==> config.mk <==
export PLATFORM = sky130hd
export DESIGN_NAME = vid_ref_seq
export DESIGN_NICKNAME = d
export VERILOG_FILES = /design/src/rtl/vid_ref_seq.sv
export SDC_FILE = /design/constraint.sdc
export NUM_CORES = 1
export LEC_CHECK = 0
export BUFFER_PORTS_ARGS = -buffer_cell sky130_fd_sc_hd__buf_2
export CORE_MARGIN = 1.5
export CORE_UTILIZATION = 50
export DETAILED_ROUTE_END_ITERATION = 8
export HOLD_SLACK_MARGIN = 0.1
export PLACE_DENSITY = 0.79
export REMOVE_ABC_BUFFERS = 1
export SYNTH_ARGS = -nofsm -noshare
export SYNTH_HDL_FRONTEND = slang
export SYNTH_SLANG_ARGS = --single-unit
==> constraint.sdc <==
create_clock -name clk -period 3.9 [get_ports clk]
set_input_delay 0.195 -clock clk [delete_from_list [all_inputs] [get_ports clk]]
set_output_delay 0.195 -clock clk [all_outputs]
set_load 0.01 [all_outputs]
==> src/rtl/vid_ref_seq.sv <==
module vid_ref_seq #(
  parameter int MVW        = 12,
  parameter int SLOW_STEP  = 1,
  parameter int FAST_STEP  = 20,
  parameter int PG_DELAY   = 2400,
  parameter int PG_FALL_MV = 825,
  parameter int PG_RISE_MV = 875
) (
  input  logic           clk,
  input  logic           rst_n,
  input  logic           en,
  input  logic           supply_ok,
  input  logic           fault_shdn,
  input  logic [4:0]     vid,
  input  logic [MVW-1:0] vsense_mv,
  output logic [MVW-1:0] target_mv,
  output logic [MVW-1:0] ref_mv,
  output logic           fast_mode,
  output logic           pgood
);
  localparam int CW = $clog2(PG_DELAY + 1);
  localparam int XW = MVW + 4;

  function automatic logic [MVW-1:0] decode(input logic [4:0] c);
    int n;
    n = int'(c[3:0]);
    if (n == 15) return '0;
    if (c[4])    return MVW'(925 + 25 * (14 - n));
    return MVW'(1300 + 50 * (14 - n));
  endfunction

  assign target_mv = decode(vid);

  wire run = en && supply_ok;

  logic [MVW-1:0] step, up_gap, dn_gap, ref_nxt;
  assign step   = fast_mode ? MVW'(FAST_STEP) : MVW'(SLOW_STEP);
  assign up_gap = target_mv - ref_mv;
  assign dn_gap = ref_mv - target_mv;

  always_comb begin
    ref_nxt = ref_mv;
    if (ref_mv < target_mv)      ref_nxt = (up_gap <= step) ? target_mv : ref_mv + step;
    else if (ref_mv > target_mv) ref_nxt = (dn_gap <= step) ? target_mv : ref_mv - step;
  end

  wire reached90 = (XW'(ref_mv) * XW'(10)) >= (XW'(target_mv) * XW'(9));

  always_ff @(posedge clk or negedge rst_n) begin
    if (!rst_n) begin
      ref_mv    <= '0;
      fast_mode <= 1'b0;
    end else if (!run) begin
      ref_mv    <= '0;
      fast_mode <= 1'b0;
    end else begin
      ref_mv <= ref_nxt;
      if (reached90) fast_mode <= 1'b1;
    end
  end

  wire above = vsense_mv > MVW'(PG_RISE_MV);
  wire below = vsense_mv < MVW'(PG_FALL_MV);
  logic [CW-1:0] dly_cnt;

  always_ff @(posedge clk or negedge rst_n) begin
    if (!rst_n) begin
      pgood   <= 1'b0;
      dly_cnt <= '0;
    end else if (!run || fault_shdn || below) begin
      pgood   <= 1'b0;
      dly_cnt <= '0;
    end else if (!pgood) begin
      if (!above)                          dly_cnt <= '0;
      else if (dly_cnt == CW'(PG_DELAY-1)) pgood   <= 1'b1;
      else                                 dly_cnt <= dly_cnt + 1'b1;
    end
  end
endmodule

==> results of run 1 <==
-- cells in the final DEF (no fill, tap or decap), types with 5 or more instances in the layout --
| cell | instances |
|---|---|
| buf_6 | 15 |
| o21ai_2 | 9 |
| nand2b_1 | 15 |
| a221oi_2 | 5 |
| buf_4 | 186 |
| nand2_1 | 47 |
| inv_1 | 56 |
| o21a_1 | 6 |
| nor3_1 | 12 |
| o22ai_1 | 8 |
| nor2_1 | 38 |
| a21o_1 | 18 |
| ha_1 | 93 |
| ha_4 | 14 |
| nor4_1 | 7 |
| o21ai_0 | 47 |
| or3_1 | 7 |
| o31ai_1 | 8 |
| a31oi_1 | 10 |
| a21oi_1 | 30 |
| and3_1 | 7 |
| dfrtp_1 | 26 |
| xor2_1 | 10 |
| nand4_1 | 7 |
| fa_1 | 6 |
| xnor2_1 | 27 |
| a21oi_2 | 13 |
| nand2_2 | 5 |
| buf_2 | 44 |
| o21ai_1 | 15 |
| inv_2 | 9 |
| o21bai_1 | 6 |
| nand3_1 | 16 |
| nor2b_1 | 14 |
-- layout make-up --
type	instances	area, µm²
repair buffers	247	1810
inverters	65	244
flip-flops and latches	26	651
multi-input cells	628	5450
clock buffers	3	75.1
clock inverters	1	30.0
fillers	729	2880
well taps	143	179
-- layer usage --
metal / GRT usage, % / up-vias / wire length [µm]
met1: 37.4 / 3246 / 8510
met4: 16.6 / 0 / 1420
met5: 0 / - / 0
li1: - / 3175 / -
met3: 4.67 / 147 / 1700
met2: 56.7 / 400 / 10600
-- metrics by stage --
stage / hold slack [ns] / power (µW) / worst slack (ns) / cells / setup TNS [ns]
5_1_grt: 0.466 / 4910 / -2.13 / 1113 / -26.61
3_3_place_gp: 0.235 / 3240 / -2.26 / 1090 / -28.89
4_1_cts: 0.417 / 4130 / -1.58 / 1105 / -19.62
6_report: 0.422 / 4660 / -2.04 / 1113 / -25.27
3_5_place_dp: 0.242 / 3300 / -2.46 / 1090 / -30.49
2_1_floorplan: -0.101 / 2040 / -2.33 / 719 / -28.63
-- synth_stat cells, types with 14 or more instances --
| master | number |
|---|---|
| nand3_1 | 20 |
| ha_1 | 108 |
| nor2b_1 | 18 |
| inv_1 | 65 |
| a21oi_1 | 45 |
| nor2_1 | 42 |
| xor2_1 | 15 |
| nand2b_1 | 16 |
| a21o_1 | 18 |
| clkbuf_1 | 14 |
| nand2_1 | 52 |
| dfrtp_1 | 26 |
| o21ai_0 | 66 |
| nor3_1 | 16 |
| xnor2_1 | 31 |
-- flip-flops by register name (all words and copies together) (netlist names) --
register and count:
dly_cnt 12, fast_mode 1, pgood 1, ref_mv 12
-- worst max-delay path: cells and delay by family --
family                   cells  cell delay [ns]
AND/OR/NAND/NOR              2             0.27
adder cells (fa/ha/maj)      8             2.40
AO/OA/AOI/OAI               12             2.25
XOR/XNOR                     3             0.43
buffers and inverters        5             0.51
-- power groups by stage --
stage          Clock [µW]  Combinational, µW  Sequential [µW]
4_1_cts               313               3530              283
2_1_floorplan           0               1740              297
3_5_place_dp            0               3010              288
6_report              315               4060              284
3_3_place_gp            0               2950              288
5_1_grt               326               4300              285
-- path summary, 6_finish.rpt --
check	start	slack [ns]	to	cells after the start
setup / recovery	vid[0]	-2.04	fast_mode$_DFFE_PN0P_	30
hold / removal	fault_shdn	0.42	pgood$_DFF_PN0_	3
setup reg to reg	ref_mv[1]$_DFFE_PN0P_	-0.17	fast_mode$_DFFE_PN0P_	17
hold reg to reg	dly_cnt[11]$_DFFE_PN0P_	0.49	dly_cnt[11]$_DFFE_PN0P_	1
max in group asynchronous	rst_n	2.99	ref_mv[0]$_DFFE_PN0P_	2
min in group asynchronous	rst_n	0.48	pgood$_DFF_PN0_	2
-- cell families after synthesis --
family                     after synthesis  share of synthesized area, %
AOI/OAI and AO/OA                      237                          27.3
xor gates and xnor gates                46                          6.98
adders and majority gates              115                          25.9
muxes                                    4                         0.803
DFF                                     26                          11.3
buffers and inverters                   92                          7.16
and+or+nand+nor                        226                          20.6
-- repair_timing --
action	CTS	global route
cloned	1	0
buffers inserted	10	8
setup endpoints to repair	17	17
resized for setup	135	42
hold endpoints to repair	26	0
pin swaps	58	41
hold buffers	1	0
==> metrics.md, run 1 <==
| Metric | Value |
|---|---|
| Clock Latency Late Sink | about 0.27 ns |
| Status | finished, violations left |
| WP data arrival | a little over 6 ns |
| Router iterations before antenna repair | 5 |
| Detailed placer's ending HPWL | between 10000 and 15000 µm |
| Post-synthesis cell area | about 5800 µm² |
| P&R area growth vs syn | 46.3% |
| Worst VDD drop | about 0.00065 V |
| Synth Register Bits | 26 |
| Worst hold path type | input port to flop |
| Htree depth | 1 |
| DIE WIDTH | 110 µm |
| I/O pin total | 48 |
| Wirelength, routed | 22200 µm |
| First-pass GRT wire length | ~33000 µm |
| Dominant synthesized flop cell | dfrtp_1 |
| Cells after Synth | 746 |
| Largest net degree at the start of global routing | 27 |
| Setup-failing EPs final | 17 |
| Areal power density over the cells | around 550 nW/µm² |
| Placed instance area | roughly 7400 µm² |
| Initial DRC count | approximately 600 |
| Final worst-path cycle share | 152% |
| Util after Layout | between 70% and 80% |
| Initial Utilization | approximately half |
| Sequential power share | 6.1% |
| Failing checks | negative setup slack |
| ANT nets after route | 0 |
| Max transition margin | a little under three fifths |
| Worst-Margin Slew | 0.655 ns |
| NetSw | between 2000 and 2500 µW |
| CTS tree | done |
| Final setup margin | -2.04 ns |
| Asr flop ratio synth | 100% |
| Gr ovfl total | 0 |
| GPL Wtd Cong | 0.948 |
| Wire per inst | 19.9 µm |
| Vias in the first global route | around 6900 |
| Vias | approximately 7000 |
| Sw frac | about half |
| Row count | 39 |
| CP max FO | 3 |
| Port bufs | 47 |
| Critical path required time | ~4.0 ns |
| Die area | 12200 µm² |
| Post-synth cell types | 79 |
| CTS Root Cell | clkbuf_16 |
| DRC | 0 |
| Layout Nets | about 1100 |
| FMAX | 168 MHz |
| Syn Area/Cell | ~7.7 µm² |
| Clock sinks | 26 |
| Clock network power share | around 6.8% |
| Clock skew | 0.00208 ns |
| Seq/Total Area, Yosys | between 10% and 20% |
| Crit-path most repeated cell | ha_4 |
| Crit Path Category | input port to flop |
| Synthesis Warnings | 0 |
| Int Pwr | 2410 µW |
| Vias per cell | 6.26 |
| Top post-synthesis cells by area | ha_1 (23%), dfrtp_1 (11%), o21ai_0 (5.7%) |
| Max cap viols | 0 |
| CORE AREA | roughly 11000 µm² |
| Post-synth top area share | 23.4% |
| Crit end category | flop |
| Reg clk slew, reported paths | approximately 0.070 ns |
| N_diodes | 0 |
| Initial antenna violation count | 0 |
| Post-synth EDFFs | 0 |
| Critical path's largest stage delay | between 0.5 and 0.6 ns |
| Combinational power share | 87.1% |
| Final Hold Viols | 0 |
| GR Util All Layers | 32.0% |
| Final non-filler cell area | approximately 8400 µm² |
| CTS Buf Count | 3 |
| Die H | approximately 110 µm |
| Leakage | between 0.004 and 0.005 µW |
| Startpoint type of the worst setup path | input port |
| Max-slew violations | 0 |
| Final Critical Period | approximately 5.9 ns |
| Unrepaired setup endpoints after global routing | true |
| Ratio of cells with drive above 1 in the final layout | 39.6% |
| Slowest CP cell | fa_1 |
| CTS Buffer Depth | 2 |
| Largest area contributor in the netlist | ha_1 |
Power figures use the tool's default switching activity.
==> run 2, diff against run 1 <==
CORE_ASPECT_RATIO = 0.5   (was unset)
CORE_UTILIZATION = 40   (was 50)
PLACE_DENSITY = 0.67   (was 0.79)
==> run 2 against run 1 <==
Net effect: the run still ends with negative setup slack left; setup slack better by 0.26 ns; non-clock buffer count up 23; wire length is 5.0% lower; global-route usage fell by 4.9 points; via count is 3.3% lower; final area increased by 3.5%; critical path depth is 2 lower; cell count grew 6.5%; critical path type unchanged; critical endpoint is now ref_mv[0]$_DFFE_PN0P_; largest cell class unchanged; largest power group unchanged.
==> metrics.md, run 2 (synthesized netlist as in run 1, its figures left out) <==
| Metric | Value |
|---|---|
| Status | finished, violations left |
| CTS Buffer Depth | 2 (unchanged) |
| Max-slew violations | 0 (unchanged) |
| Clock skew | 0.00330 ns (+0.00121 ns) |
| Final Critical Period | 5.69 ns (-0.256 ns) |
| Biggest registers after layout | dly_cnt x12, ref_mv x12 |
| Int Pwr | 2570 µW (+6.5%) |
| Sequential power share | 6.0% (about the same) |
| Vias | 6739 (-3.3%) |
| Wirelength, routed | 21100 µm (-5.0%) |
| Unrepaired setup endpoints after global routing | true |
| Worst hold path type | input port to flop |
| CORE AREA | 13800 µm² (+22%) |
| I/O pin total | 48 (unchanged) |
| Initial Utilization | 41.8% (-9.2 points) |
| Setup TNS | -22.74 ns (+2.53 ns) |
| Row count | 30 (-23%) |
| Critical path required time | 4.11 ns (+0.08 ns) |
| Wire per inst | 17.8 µm (-11%) |
| Hold Crit Start | fault_shdn |
| NetSw | 2240 µW (-0.37%) |
| P&R area growth vs syn | 51.3% |
| DIE WIDTH | 173 µm (+57%) |
| ANT nets after route | 0 (unchanged) |
| Util after Layout | 63.2% (-11 points) |
| Setup-failing EPs final | 16 (-1) |
| Final setup margin | -1.79 ns (+0.256 ns) |
| Vias per cell | 5.69 (-9.2%) |
| CTS tree | done |
| Clock sinks | 26 (unchanged) |
| Htree depth | 1 (unchanged) |
| Placed instance area | 7450 µm² (+1.0%) |
| Most common cell after layout, fill and taps aside | buf_4 |
| Combinational power share | 87.5% (+0.4 points) |
| First-pass GRT wire length | 33200 µm (+2.1%) |
| Router iterations before antenna repair | 5 (unchanged) |
| DRC | 0 (unchanged) |
| Crit Path Category | input port to flop |
| Clock network power share | 6.6% (-0.2 points) |
| Critical R2R Launch | ref_mv[0]$_DFFE_PN0P_ |
| Die area | 15200 µm² (+25%) |
| Crit end category | flop |
| Vias in the first global route | 6837 (-0.36%) |
| CTS Buf Count | 3 (unchanged) |
| Failing checks | negative setup slack |
| Worst VDD drop | 0.000250 V (-61%) |
| Areal power density over the cells | 550 nW/µm² (-0.28%) |
| Initial DRC count | 366 (-39%) |
| Leakage | 0.00420 µW (+2.8%) |
| Ratio of cells with drive above 1 in the final layout | 41.3% (+1.7 points) |
| N_diodes | 0 (unchanged) |
| Final non-filler cell area | 8730 µm² (+3.5%) |
| WP data arrival | 5.90 ns (-0.17 ns) |
| Gr ovfl total | 0 (unchanged) |
| Max cap viols | 0 (unchanged) |
| Max transition margin | 56.8% (+0.51 points) |
| Detailed placer's ending HPWL | 15200 µm (+7.3%) |
| Die H | 87.9 µm (-20%) |
| Clock Latency Late Sink | 0.27 ns (about the same) |
| CTS Root Cell | clkbuf_16 |
| Layout Nets | 1131 (+2.1%) |
| GPL Wtd Cong | 0.925 (-2.4%) |
| Final Power | 4800 µW (+3.2%) |
| Critical path origin | vid[2] |
| Startpoint type of the worst setup path | input port |
| Sw frac | 46.6% (-1.7 points) |
| GR Util All Layers | 27.1% (-4.9 points) |
| CP max FO | 7 (+4) |
| Reg clk slew, reported paths | 0.07 ns (about the same) |
| Initial antenna violation count | 0 (unchanged) |
| Most frequent cells in the layout | buf_4 (208), ha_1 (88), inv_1 (54) |
| Largest net degree at the start of global routing | 27 (unchanged) |
| Port bufs | 47 (unchanged) |
| FMAX | 176 MHz (+4.5%) |
| Final Hold Viols | 0 (unchanged) |
| Final worst-path cycle share | 146% (-6.6 points) |
| Worst-Margin Slew | 0.648 ns (-0.00769 ns) |
## run 2: cell types whose count changed in the layout (fill, tap and decap cells not counted), moves of 3 or more
cell / delta
buf_2: -3
buf_4: +22
buf_6: +3
ha_1: -5
ha_4: +5
o221ai_2: +3
## run 2: cell type report
class	count	area, µm²
repair buffers	270	2010
inverters	65	249
multi-input cells	628	5470
clock buffers	3	75.1
fillers	1170	5080
clock inverters	1	30.0
flip-flops and latches	26	651
well taps	192	240
## run 2: power groups by stage
stage	clock network [µW]	registers (µW)	logic [µW]
floorplan	0	297	1740
global placement	0	291	2960
detailed placement	0	291	3020
CTS	319	286	3660
global route	331	287	4510
finish	315	286	4200
## run 2: layer usage
| layer | up-vias | wire (µm) | track usage (%) |
|---|---|---|---|
| li1 | 3208 | - | - |
| met2 | 232 | 10100 | 50.1 |
| met1 | 3253 | 9310 | 34.0 |
| met4 | 0 | 568 | 8.46 |
| met3 | 46 | 1140 | 2.56 |
| met5 | - | 0 | 0 |
## run 2: worst max-delay path: stages
cell      delay [ns]
buf_4           0.13
nand3_4         0.06
xor2_2          0.20
inv_2           0.06
fa_1            0.57
inv_2           0.06
ha_4            0.22
ha_4            0.30
ha_4            0.19
a21o_1          0.18
a21oi_4         0.18
buf_6           0.13
xor2_2          0.17
buf_4           0.16
o22ai_2         0.08
a221o_1         0.40
nand2_2         0.12
buf_6           0.12
ha_4            0.22
nand4_1         0.15
o22ai_2         0.11
a211oi_2        0.21
and3b_1         0.22
o221ai_2        0.12
or4_4           0.54
mux2_4          0.38
o32ai_2         0.23
a22o_1          0.16
## run 2: final timing paths
| check | to | slack [ns] | cells past startpoint |
|---|---|---|---|
| worst max register to register | ref_mv[0]$_DFFE_PN0P_ | -0.15 | 17 |
| worst min register to register | dly_cnt[11]$_DFFE_PN0P_ | 0.49 | 1 |
| worst min-delay path | pgood$_DFF_PN0_ | 0.42 | 3 |
| worst max-delay path | ref_mv[0]$_DFFE_PN0P_ | -1.79 | 28 |
| max in group asynchronous | ref_mv[3]$_DFFE_PN0P_ | 3.00 | 2 |
| min in group asynchronous | pgood$_DFF_PN0_ | 0.47 | 2 |
## run 2: per-stage QoR
stage	worst slack, ns	std cells	hold WS [ns]
2_1_floorplan	-2.33	719	-0.101
5_1_grt	-1.98	1185	0.431
3_5_place_dp	-2.64	1141	0.250
4_1_cts	-1.64	1176	0.411
3_3_place_gp	-2.39	1141	0.239
6_report	-1.79	1185	0.421
## run 2: what timing repair did
item,CTS,global route
resized for setup,124,59
buffers inserted,31,10
setup endpoints to repair,17,18
pin swaps,54,51
hold buffers,1,0
hold endpoints to repair,26,0
==> run 3, diff against run 2 <==
RECOVER_POWER = 50   (was unset)
==> run 3 against run 2 <==
Net effect: the run ends with max-capacitance violations, max-slew violations, negative setup slack left; maximum frequency hardly changed; critical path depth stayed put; final area barely moved; flip-flop and latch count unchanged; clock power barely moved; die area is the same.
==> metrics.md, run 3 (synthesized netlist as in run 1, its figures left out) <==
| Metric | Value |
|---|---|
| Largest net degree at the start of global routing | 27 (unchanged) |
| P&R area growth vs syn | 51.2% (about the same) |
| Place WS | -2.64 ns (unchanged) |
| Wirelength, routed | 21000 µm (-0.12%) |
| Hold Crit Start | fault_shdn |
| Clock skew | 0.00329 ns (-0.00000777 ns) |
| Initial antenna violation count | 0 (unchanged) |
| Vias per cell | 5.67 (-0.22%) |
| GPL Wtd Cong | 0.925 (unchanged) |
| Leakage | 0.00419 µW (-0.29%) |
| FMAX | 176 MHz (about the same) |
| Max-slew violations | 27 (+27) |
| Setup crit end | ref_mv[10]$_DFFE_PN0P_ |
| Placed insts | 1141 (unchanged) |
| Gr ovfl total | 0 (unchanged) |
| Ratio of cells with drive above 1 in the final layout | 41.0% (-0.30 points) |
| Critical path required time | 4.06 ns (-0.05 ns) |
| Worst r2r dst | ref_mv[0]$_DFFE_PN0P_ |
| ANT nets after route | 0 (unchanged) |
| Port bufs | 47 (unchanged) |
| Initial DRC count | 364 (-0.55%) |
| Layout Cells excl Fill | 1185 (unchanged) |
| Detailed placer's ending HPWL | 15200 µm (unchanged) |
| Final worst-path cycle share | 146% (about the same) |
| Areal power density over the cells | 550 nW/µm² (about the same) |
| Die H | 87.9 µm (unchanged) |
| CTS Buf Count | 3 (unchanged) |
| Unrepaired setup endpoints after global routing | true |
| Initial Utilization | 41.8% (unchanged) |
| Critical R2R Launch | ref_mv[0]$_DFFE_PN0P_ |
| Final Power | 4800 µW (about the same) |
| CTS Root Cell | clkbuf_16 |
| Util after Layout | 63.1% (about the same) |
| Final Critical Period | 5.68 ns (-0.00217 ns) |
| Routing usage on met1 | 34.0% (unchanged) |
| Biggest registers after layout | dly_cnt x12, ref_mv x12 |
| Max cap viols | 1 (+1) |
| Setup-failing EPs final | 16 (unchanged) |
| Final Hold Viols | 0 (unchanged) |
| Met2 usage | 50.1% (unchanged) |
| R2R setup slack | -0.14 ns (about the same) |
| DIE WIDTH | 173 µm (unchanged) |
| Vias | 6724 (-0.22%) |
| CTS Buffer Depth | 2 (unchanged) |
| I/O pin total | 48 (unchanged) |
| Startpoint type of the worst setup path | input port |
| Router iterations before antenna repair | 5 (unchanged) |
| Reg clk slew, reported paths | 0.07 ns (about the same) |
| N_diodes | 0 (unchanged) |
| DRC | 0 (unchanged) |
| Row count | 30 (unchanged) |
| CP max FO | 7 (unchanged) |
| GRT busiest layer | met2 |
| Layout Nets | 1131 (unchanged) |
| Failing checks | max-capacitance violations, max-slew violations, negative setup slack |
| Most frequent cells in the layout | buf_4 (206), ha_1 (88), inv_1 (54) |
| Final non-filler cell area | 8720 µm² (about the same) |
| Most common cell after layout, fill and taps aside | buf_4 |
| Vias in the first global route | 6837 (unchanged) |
| Crit end category | flop |
| GR Util All Layers | 27.1% (unchanged) |
| Multi-input logic area | 5470 µm² (unchanged) |
| CTS tree | done |
| First-pass GRT wire length | 33200 µm (unchanged) |
| Clock Latency Late Sink | 0.27 ns (about the same) |
| Worst-Margin Slew | 1.55 ns (+0.901 ns) |
| Htree depth | 1 (unchanged) |
| CORE AREA | 13800 µm² (unchanged) |
| Clock sinks | 26 (unchanged) |
| Worst VDD drop | 0.000250 V (about the same) |
| Fillers | 1172 (+0.17%) |
| Final setup margin | -1.78 ns (+0.00217 ns) |
| Worst hold path type | input port to flop |
| R2R cell count | 17 (unchanged) |
| Placed instance area | 7450 µm² (unchanged) |
| FF+latch area | 651 µm² (unchanged) |
| Status | finished, violations left |
| WP data arrival | 5.84 ns (-0.06 ns) |
| GR Util met3 | 2.56% (unchanged) |
| Critical path origin | vid[2] |
| Max transition margin | -3.22% (-60 points) |
| Wire per inst | 17.8 µm (-0.12%) |
| Crit Path Category | input port to flop |
| Die area | 15200 µm² (unchanged) |
[run 3: cell count changes in the layout (fill, tap and decap cells not counted)]
| cell | before | now |
|---|---|---|
| buf_2 | 41 | 39 |
| buf_4 | 208 | 206 |
| clkbuf_1 | 0 | 3 |
| clkbuf_4 | 0 | 1 |
[run 3: cell type report]
class	instances	share of cell area [%]
tap	192	2.75
multi-input combinational	628	62.8
clock buffer	3	0.861
clock inverter	1	0.344
timing repair buffer	270	23.0
inverter	65	2.85
sequential	26	7.46
[run 3: worst max-delay path, stage by stage]
cell,delay [ns]
buf_4,0.13
nand3_4,0.06
xor2_2,0.20
inv_2,0.06
fa_1,0.57
inv_2,0.06
ha_4,0.22
ha_4,0.30
ha_4,0.19
a21o_1,0.18
a21oi_4,0.18
buf_6,0.13
xor2_2,0.17
buf_4,0.16
o22ai_2,0.08
a221o_1,0.40
nand2_2,0.12
buf_6,0.12
ha_4,0.22
nand4_1,0.15
o22ai_2,0.11
a211oi_2,0.21
and3b_1,0.22
o221ai_2,0.12
or4_4,0.54
mux2_4,0.38
o221ai_2,0.23
o32ai_2,0.10
[run 3: worst min-delay path by stage]
stage,end,slack (ns),cells past startpoint
floorplan,dly_cnt[0]$_DFFE_PN0P_,-0.10,0
global placement,dly_cnt[10]$_DFFE_PN0P_,0.24,1
detailed placement,pgood$_DFF_PN0_,0.25,1
CTS,pgood$_DFF_PN0_,0.41,3
global route,pgood$_DFF_PN0_,0.43,3
finish,pgood$_DFF_PN0_,0.42,3
[run 3: where the power goes]
part	leakage (µW)	switching [µW]	internal, µW
combinational	0.00378	2110	2090
sequential	0.000362	10.3	276
clock	0.0000511	111	205
total	0.00419	2230	2570
[run 3: timing repair]
item                                   in CTS  in global routing
setup endpoints to repair                  17                 18
endpoints found under the hold margin      26                  0
gates resized for setup                   124                 59
buffers inserted                           31                 10
pin swaps                                  54                 51
hold buffers                                1                  0
[run 3: metrics by stage]
step	TNS (ns)	hold slack (ns)
floorplan	-28.63	-0.101
global placement	-28.92	0.239
detailed placement	-31.22	0.250
CTS	-20.62	0.411
global route	-25.44	0.431
finish	-22.76	0.417
[run 3: routing by layer]
layer | wire [µm] | vias to the layer above | part of all wire (%)
met5 | 0 | - | 0
met4 | 573 | 0 | 2.7
met3 | 1050 | 50 | 5.0
met2 | 10000 | 215 | 48
met1 | 9370 | 3245 | 45
li1 | - | 3214 | -
